### src/rtl/rsup_pkg.sv
package rsup_pkg;

    typedef enum logic [1:0] {
        ST_SUPPLY_LOW = 2'd0,
        ST_HOLD       = 2'd1,
        ST_RELEASED   = 2'd2
    } sup_state_e;

    typedef struct packed {
        sup_state_e state;
    } ctrl_regs_t;

endpackage

### src/rtl/rsup_sync.sv
module rsup_sync #(
    parameter int STAGES = 2
) (
    input  logic clk,
    input  logic por_n,
    input  logic din,
    output logic dout
);
    logic [STAGES-1:0] chain_d, chain_q;

    always_comb begin
        chain_d = {chain_q[STAGES-2:0], din};
    end

    always_ff @(posedge clk or negedge por_n) begin
        if (!por_n) chain_q <= '0;
        else        chain_q <= chain_d;
    end

    assign dout = chain_q[STAGES-1];
endmodule

### src/rtl/rsup_hold_timer.sv
module rsup_hold_timer #(
    parameter int LIMIT = 3_200_000
) (
    input  logic clk,
    input  logic por_n,
    input  logic count_en,
    output logic expired
);
    localparam int W = $clog2(LIMIT + 1);
    localparam logic [W-1:0] LAST = W'(LIMIT - 1);

    logic [W-1:0] cnt_d, cnt_q;

    always_comb begin
        if (count_en) cnt_d = cnt_q + 1'b1;
        else          cnt_d = '0;
    end

    always_ff @(posedge clk or negedge por_n) begin
        if (!por_n) cnt_q <= '0;
        else        cnt_q <= cnt_d;
    end

    assign expired = (cnt_q == LAST);


    cnt_range_chk: assert property (@(posedge clk) disable iff (!por_n)
        cnt_q <= LAST);


    cnt_clear_chk: assert property (@(posedge clk) disable iff (!por_n)
        !count_en |=> cnt_q == '0);
endmodule

### src/rtl/rsup_mem_gate.sv
module rsup_mem_gate (
    input  logic clk,
    input  logic por_n,
    input  logic allow,
    input  logic mem_req,
    input  logic mem_done,
    output logic grant,
    output logic active
);
    logic active_d, active_q;

    always_comb begin
        grant = mem_req && allow && !active_q;
        if (active_q) active_d = !mem_done;
        else          active_d = grant;
    end

    always_ff @(posedge clk or negedge por_n) begin
        if (!por_n) active_q <= 1'b0;
        else        active_q <= active_d;
    end

    assign active = active_q;


    keep_active_chk: assert property (@(posedge clk) disable iff (!por_n)
        active_q && !mem_done |=> active_q);


    grant_sets_chk: assert property (@(posedge clk) disable iff (!por_n)
        grant |=> active_q);
endmodule

### src/rtl/lv_reset_supervisor.sv
module lv_reset_supervisor #(
    parameter int HOLD_CYCLES = 3_200_000,
    parameter int SYNC_STAGES = 2
) (
    input  logic clk,
    input  logic por_n,
    input  logic supply_ok_raw,
    input  logic mem_req,
    input  logic mem_done,
    output logic rst_pull_low,
    output logic bus_lock,
    output logic mem_grant,
    output logic mem_active
);
    import rsup_pkg::*;

    logic       ok_s;
    logic       expired;
    logic       count_en;
    ctrl_regs_t r_d, r_q;

    rsup_sync #(.STAGES(SYNC_STAGES)) u_sync (
        .clk   (clk),
        .por_n (por_n),
        .din   (supply_ok_raw),
        .dout  (ok_s)
    );

    rsup_hold_timer #(.LIMIT(HOLD_CYCLES)) u_timer (
        .clk      (clk),
        .por_n    (por_n),
        .count_en (count_en),
        .expired  (expired)
    );

    always_comb begin
        r_d      = r_q;
        count_en = 1'b0;
        unique case (r_q.state)
            ST_SUPPLY_LOW: begin
                if (ok_s) r_d.state = ST_HOLD;
            end
            ST_HOLD: begin
                if (!ok_s)        r_d.state = ST_SUPPLY_LOW;
                else if (expired) r_d.state = ST_RELEASED;
                else              count_en  = 1'b1;
            end
            ST_RELEASED: begin
                if (!ok_s) r_d.state = ST_SUPPLY_LOW;
            end
            default: r_d.state = ST_SUPPLY_LOW;
        endcase
    end

    always_ff @(posedge clk or negedge por_n) begin
        if (!por_n) r_q.state <= ST_SUPPLY_LOW;
        else        r_q       <= r_d;
    end

    assign rst_pull_low = (r_q.state != ST_RELEASED);
    assign bus_lock     = (r_q.state != ST_RELEASED);

    rsup_mem_gate u_gate (
        .clk      (clk),
        .por_n    (por_n),
        .allow    (r_q.state == ST_RELEASED),
        .mem_req  (mem_req),
        .mem_done (mem_done),
        .grant    (mem_grant),
        .active   (mem_active)
    );


    fall_asserts_chk: assert property (@(posedge clk) disable iff (!por_n)
        r_q.state == ST_RELEASED && !ok_s |=> rst_pull_low);


    hold_abort_chk: assert property (@(posedge clk) disable iff (!por_n)
        r_q.state == ST_HOLD && !ok_s |=> r_q.state == ST_SUPPLY_LOW);


    no_skip_hold_chk: assert property (@(posedge clk) disable iff (!por_n)
        r_q.state == ST_SUPPLY_LOW |=> !expired || r_q.state != ST_RELEASED);


    release_needs_count_chk: assert property (@(posedge clk) disable iff (!por_n)
        r_q.state == ST_SUPPLY_LOW |=> r_q.state != ST_RELEASED);


    no_regrant_chk: assert property (@(posedge clk) disable iff (!por_n)
        mem_active |-> !mem_grant);
endmodule

### config.mk
export PLATFORM = sky130hd
export DESIGN_NAME = lv_reset_supervisor
export DESIGN_NICKNAME = d
export VERILOG_FILES = /design/src/rtl/rsup_pkg.sv /design/src/rtl/rsup_sync.sv /design/src/rtl/rsup_hold_timer.sv /design/src/rtl/rsup_mem_gate.sv /design/src/rtl/lv_reset_supervisor.sv
export SDC_FILE = /design/constraint.sdc
export NUM_CORES = 1
export LEC_CHECK = 0
export ABC_AREA = 1
export ABC_CLOCK_PERIOD_IN_PS = 1500
export BUFFER_PORTS_ARGS = -buffer_cell sky130_fd_sc_hd__buf_2
export CAP_MARGIN = 20
export CORE_ASPECT_RATIO = 1.5
export CORE_MARGIN = 3
export CORE_UTILIZATION = 50
export CTS_CLUSTER_SIZE = 30
export DETAILED_ROUTE_END_ITERATION = 12
export HOLD_SLACK_MARGIN = 0.12
export PLACE_DENSITY = 0.77
export SYNTH_ARGS = -nofsm -noshare
export SYNTH_HDL_FRONTEND = slang
export SYNTH_SLANG_ARGS = --single-unit
### constraint.sdc
create_clock -name clk -period 1.5 [get_ports clk]
set_input_delay 0.15 -clock clk [delete_from_list [all_inputs] [get_ports clk]]
set_output_delay 0.15 -clock clk [all_outputs]
set_load 0.01 [all_outputs]
==> metrics.md <==
| Metric | Value |
|---|---|
| Avg Inst Size Synth | about 7.9 µm² |
| Core Util, Final | 0.6398 |
| Final ANT Viol Nets | 0 |
| WL per Instance | 13.88 µm |
| Multi-input gate area in the final layout | roughly 800 µm² |
| CTS Buf Count | 3 |
| CP Capture Type | register |
| Clock Skew | between 0.005 and 0.006 ns |
| Crit path max-delay family | simple AND/OR/NAND/NOR gates |
| Tmin final | between 1 and 1.5 ns |
| RD Place Congestion | about 0.9 |
| Slew margin rel. | 0.6040 |
| Yosys top cell by area | dfrtp_1 |
| Initial antenna violation count | 0 |
| Fin nets | approximately 220 |
| GR Util All Layers | 0.1914 |
| Setup CP Type | reg2reg |
| CP Cell Sequence | ha_2, inv_1, nor2_4, nand2_2, inv_2, nand3_4, nand2_4, nor2_1 |
| DRC | 0 |
| Die height | a little over 70 µm |
| Slew Limit Fails | 0 |
| Leakage power | around 0.66 nW |
| Main combinational cell family by area after synthesis | simple AND/OR/NAND/NOR gates |
| Synthesized flop and latch total | 27 |
| Final wirelength | between 3 and 4 mm |
| I/O pin count | 9 |
| Detail Placement HPWL | between 2 and 2.5 mm |
| PnR Total Power | about 1.3 mW |
| DR iter-0 viols | 25 |
| Mapped Nets | between 150 and 200 |
| Critical Path RT | around 1.7 ns |
| Max Buffers Root-to-Sink | 2 |
| EDFF count, synth | 0 |
| Setup-failing EPs final | 0 |
| Vias in the first global route | approximately 1200 |
| Global-route wire length before repair | 5.347 mm |
| Worst-margin pin slew | approximately 0.59 ns |
| Fin Hold WS | 0.1592 ns |
| Final Hold Vio Count | 0 |
| Root buf cell | clkbuf_8 |
| Layout cells sized above 1 | 0.2067 |
| Via Count | between 1000 and 1500 |
| Standard-cell rows | 23 |
| Htree depth | 1 |
| Fmax | about 700 MHz |
| Xor and xnor fraction of the mapped netlist area | 0.08348 |
| Max-cap violations | 0 |
| CTS sink cnt | 27 |
| Post-synthesis mux area share | 0 |
| Switching share of power | 0.2354 |
| Worst-case vdd ir drop | around 0.60 mV |
| CP Buf/Inv Count | 2 |
| Layout area overhead | 19.08% |
| PortBufs | 8 |
| Status | completed |
| Comb pwr share | 0.079 |
| Sequential share of power | 0.594 |
| Clock transition at the registers of the reported paths | 0.09 ns |
| CP peak stage delay | about 0.4 ns |
| TritonCTS clock tree | built |
| Worst path slowest cell | dfrtp_1 |
| # fillers | ~220 |
| Vias per cell | 5.257 |
| Pwr dens | approximately 720 nW/µm² |
| Area of the mapped netlist | ~1500 µm² |
| Crit start category | register |
| Fin worst setup slack | 0.02884 ns |
| Ys flop type | dfrtp_1 |
| Seq/Total Area, Yosys | 0.4600 |
| DIE WIDTH | 50.26 µm |
| Antenna Cells | 0 |
| Largest net degree at the start of global routing | 28 |
| Post-Synth Simple-Gate Area | 0.3765 |
| WP data arrival | between 1.5 and 2 ns |
| Register area | 676.9 µm² |
| Cell count after synthesis | 187 |
| FFs w/ async S/R, synth | 1.000 |
| Number of warnings issued by yosys | 0 |
| P_sw | a little under 300 µW |
| Adder-cell share of the synthesized area | 0.008518 |
| Synth top area share | 0.4600 |
| Top post-synthesis cells by area | dfrtp_1 46%, nor2_1 13%, nand2_1 11%, xor2_1 5.4%, nand3_1 4.4% |
| RSZ-0062 raised after global routing | yes |
| Crit-path max FO | 6 |
| DIE AREA | ~3600 µm² |
| Clk_lat worst skew | about 0.27 ns |
| Pint | 958.4 µW |
| Synth cell types | 24 |
| Clock Power Share | 0.327 |
| Compound-cell area share of the yosys netlist | 0.01278 |
| Final cycle utilization of the critical path | 0.9808 |
| Drt pass-1 iters | 4 |
| Grt ovf | 0 |
| Core area | about 2700 µm² |
| Hold Crit Class | in2reg |
| Post-Place Setup Slack | approximately 0.028 ns |
| Initial Util | 0.5373 |
==> worst register-to-register path: stages, from the launching register on <==
cell and delay [ns]:
dfrtp_1 0.40, ha_2 0.21, inv_1 0.08, nor2_4 0.14
nand2_2 0.09, inv_2 0.08, nand3_4 0.15, nand2_4 0.16
nor2_1 0.06
==> power by group through the flow <==
stage	Sequential [mW]	Combinational [mW]	Clock (mW)
2_1_floorplan	0.759	0.0419	0
3_5_place_dp	0.759	0.0655	0
4_1_cts	0.744	0.0717	0.415
6_report	0.745	0.0992	0.410
5_1_grt	0.746	0.107	0.447
3_3_place_gp	0.758	0.0617	0
==> per-layer routing <==
metal | wire (µm) | vias to the layer above | share of wire | global-route usage
met5 | 0 | - | 0 | 0
met4 | 80 | 0 | 0.024 | 0.1046
met3 | 134 | 9 | 0.039 | 0.01848
met2 | 1815 | 37 | 0.53 | 0.3343
met1 | 1371 | 616 | 0.40 | 0.2268
li1 | - | 626 | - | -
==> synth_stat cells, types with 2 or more instances <==
master	number
nor2_1	49
nand2_1	44
dfrtp_1	27
inv_1	14
nand3_1	13
xor2_1	9
xnor2_1	5
nand4_1	4
nand2_2	3
buf_6	2
nand3_2	2
nor2_2	2
nor2_4	2
==> area by class of cell <==
type / instances / area share
inverters: 15 / 0.03219
clock buffers: 3 / 0.02361
multi-input cells: 145 / 0.4621
well taps: 37 / 0.02647
flip-flops and latches: 27 / 0.3870
repair buffers: 17 / 0.06581
clock inverters: 1 / 0.002861
==> metrics by stage <==
stage               std cells  setup TNS, ns  cell area (µm²)
floorplan                 187              0             1469
detailed placement        231              0             1540
global placement          231              0             1540
global route              245        -0.7863             1749
CTS                       238              0             1617
finish                    245              0             1749
==> worst paths after layout <==
check / slack, ns / from / depth (start not counted) / to
worst max-delay path: 0.03 / u_timer.cnt_q[1]$_DFF_PN0_ / 8 / u_timer.cnt_q[16]$_DFF_PN0_
worst min-delay path: 0.16 / mem_req / 3 / u_gate.active$_DFF_PN0_
worst max register to register: 0.03 / u_timer.cnt_q[1]$_DFF_PN0_ / 8 / u_timer.cnt_q[16]$_DFF_PN0_
worst min register to register: 0.36 / u_sync.chain_q[0]$_DFF_PN0_ / 0 / u_sync.chain_q[1]$_DFF_PN0_
max in group asynchronous: 0.67 / por_n / 2 / u_timer.cnt_q[13]$_DFF_PN0_
min in group asynchronous: 0.40 / por_n / 2 / u_sync.chain_q[1]$_DFF_PN0_
==> repair_timing <==
| item | CTS | global route |
|---|---|---|
| hold buffers | 3 | 0 |
| setup endpoints to repair | 0 | 23 |
| setup buffers | 0 | 4 |
| hold endpoints to repair | 29 | 0 |
| gates resized for setup | 0 | 16 |
==> flip-flops by register name (all words and copies together) (netlist names) <==
signal / flops
u_timer.cnt_q: 22
r_q: 2
u_sync.chain_q: 2
u_gate.active: 1
==> cells in the final DEF, fill, tap and decap left out, drive strengths merged, types with 2 or more instances in the layout <==
cell type,instances
xor2,9
xnor2,5
nand4,4
nand3,15
buf,14
dlygate4sd3,3
nand2,51
nor3,2
inv,15
nor2,53
dfrtp,27
clkbuf,3
==> cells by family after synthesis <==
logic type / count (synthesis)
compound gates: 3
xor+xnor: 14
fa+ha+maj: 1
buf+inv: 18
flops: 27
simple gates: 124
(Power assumes the default switching activity.)
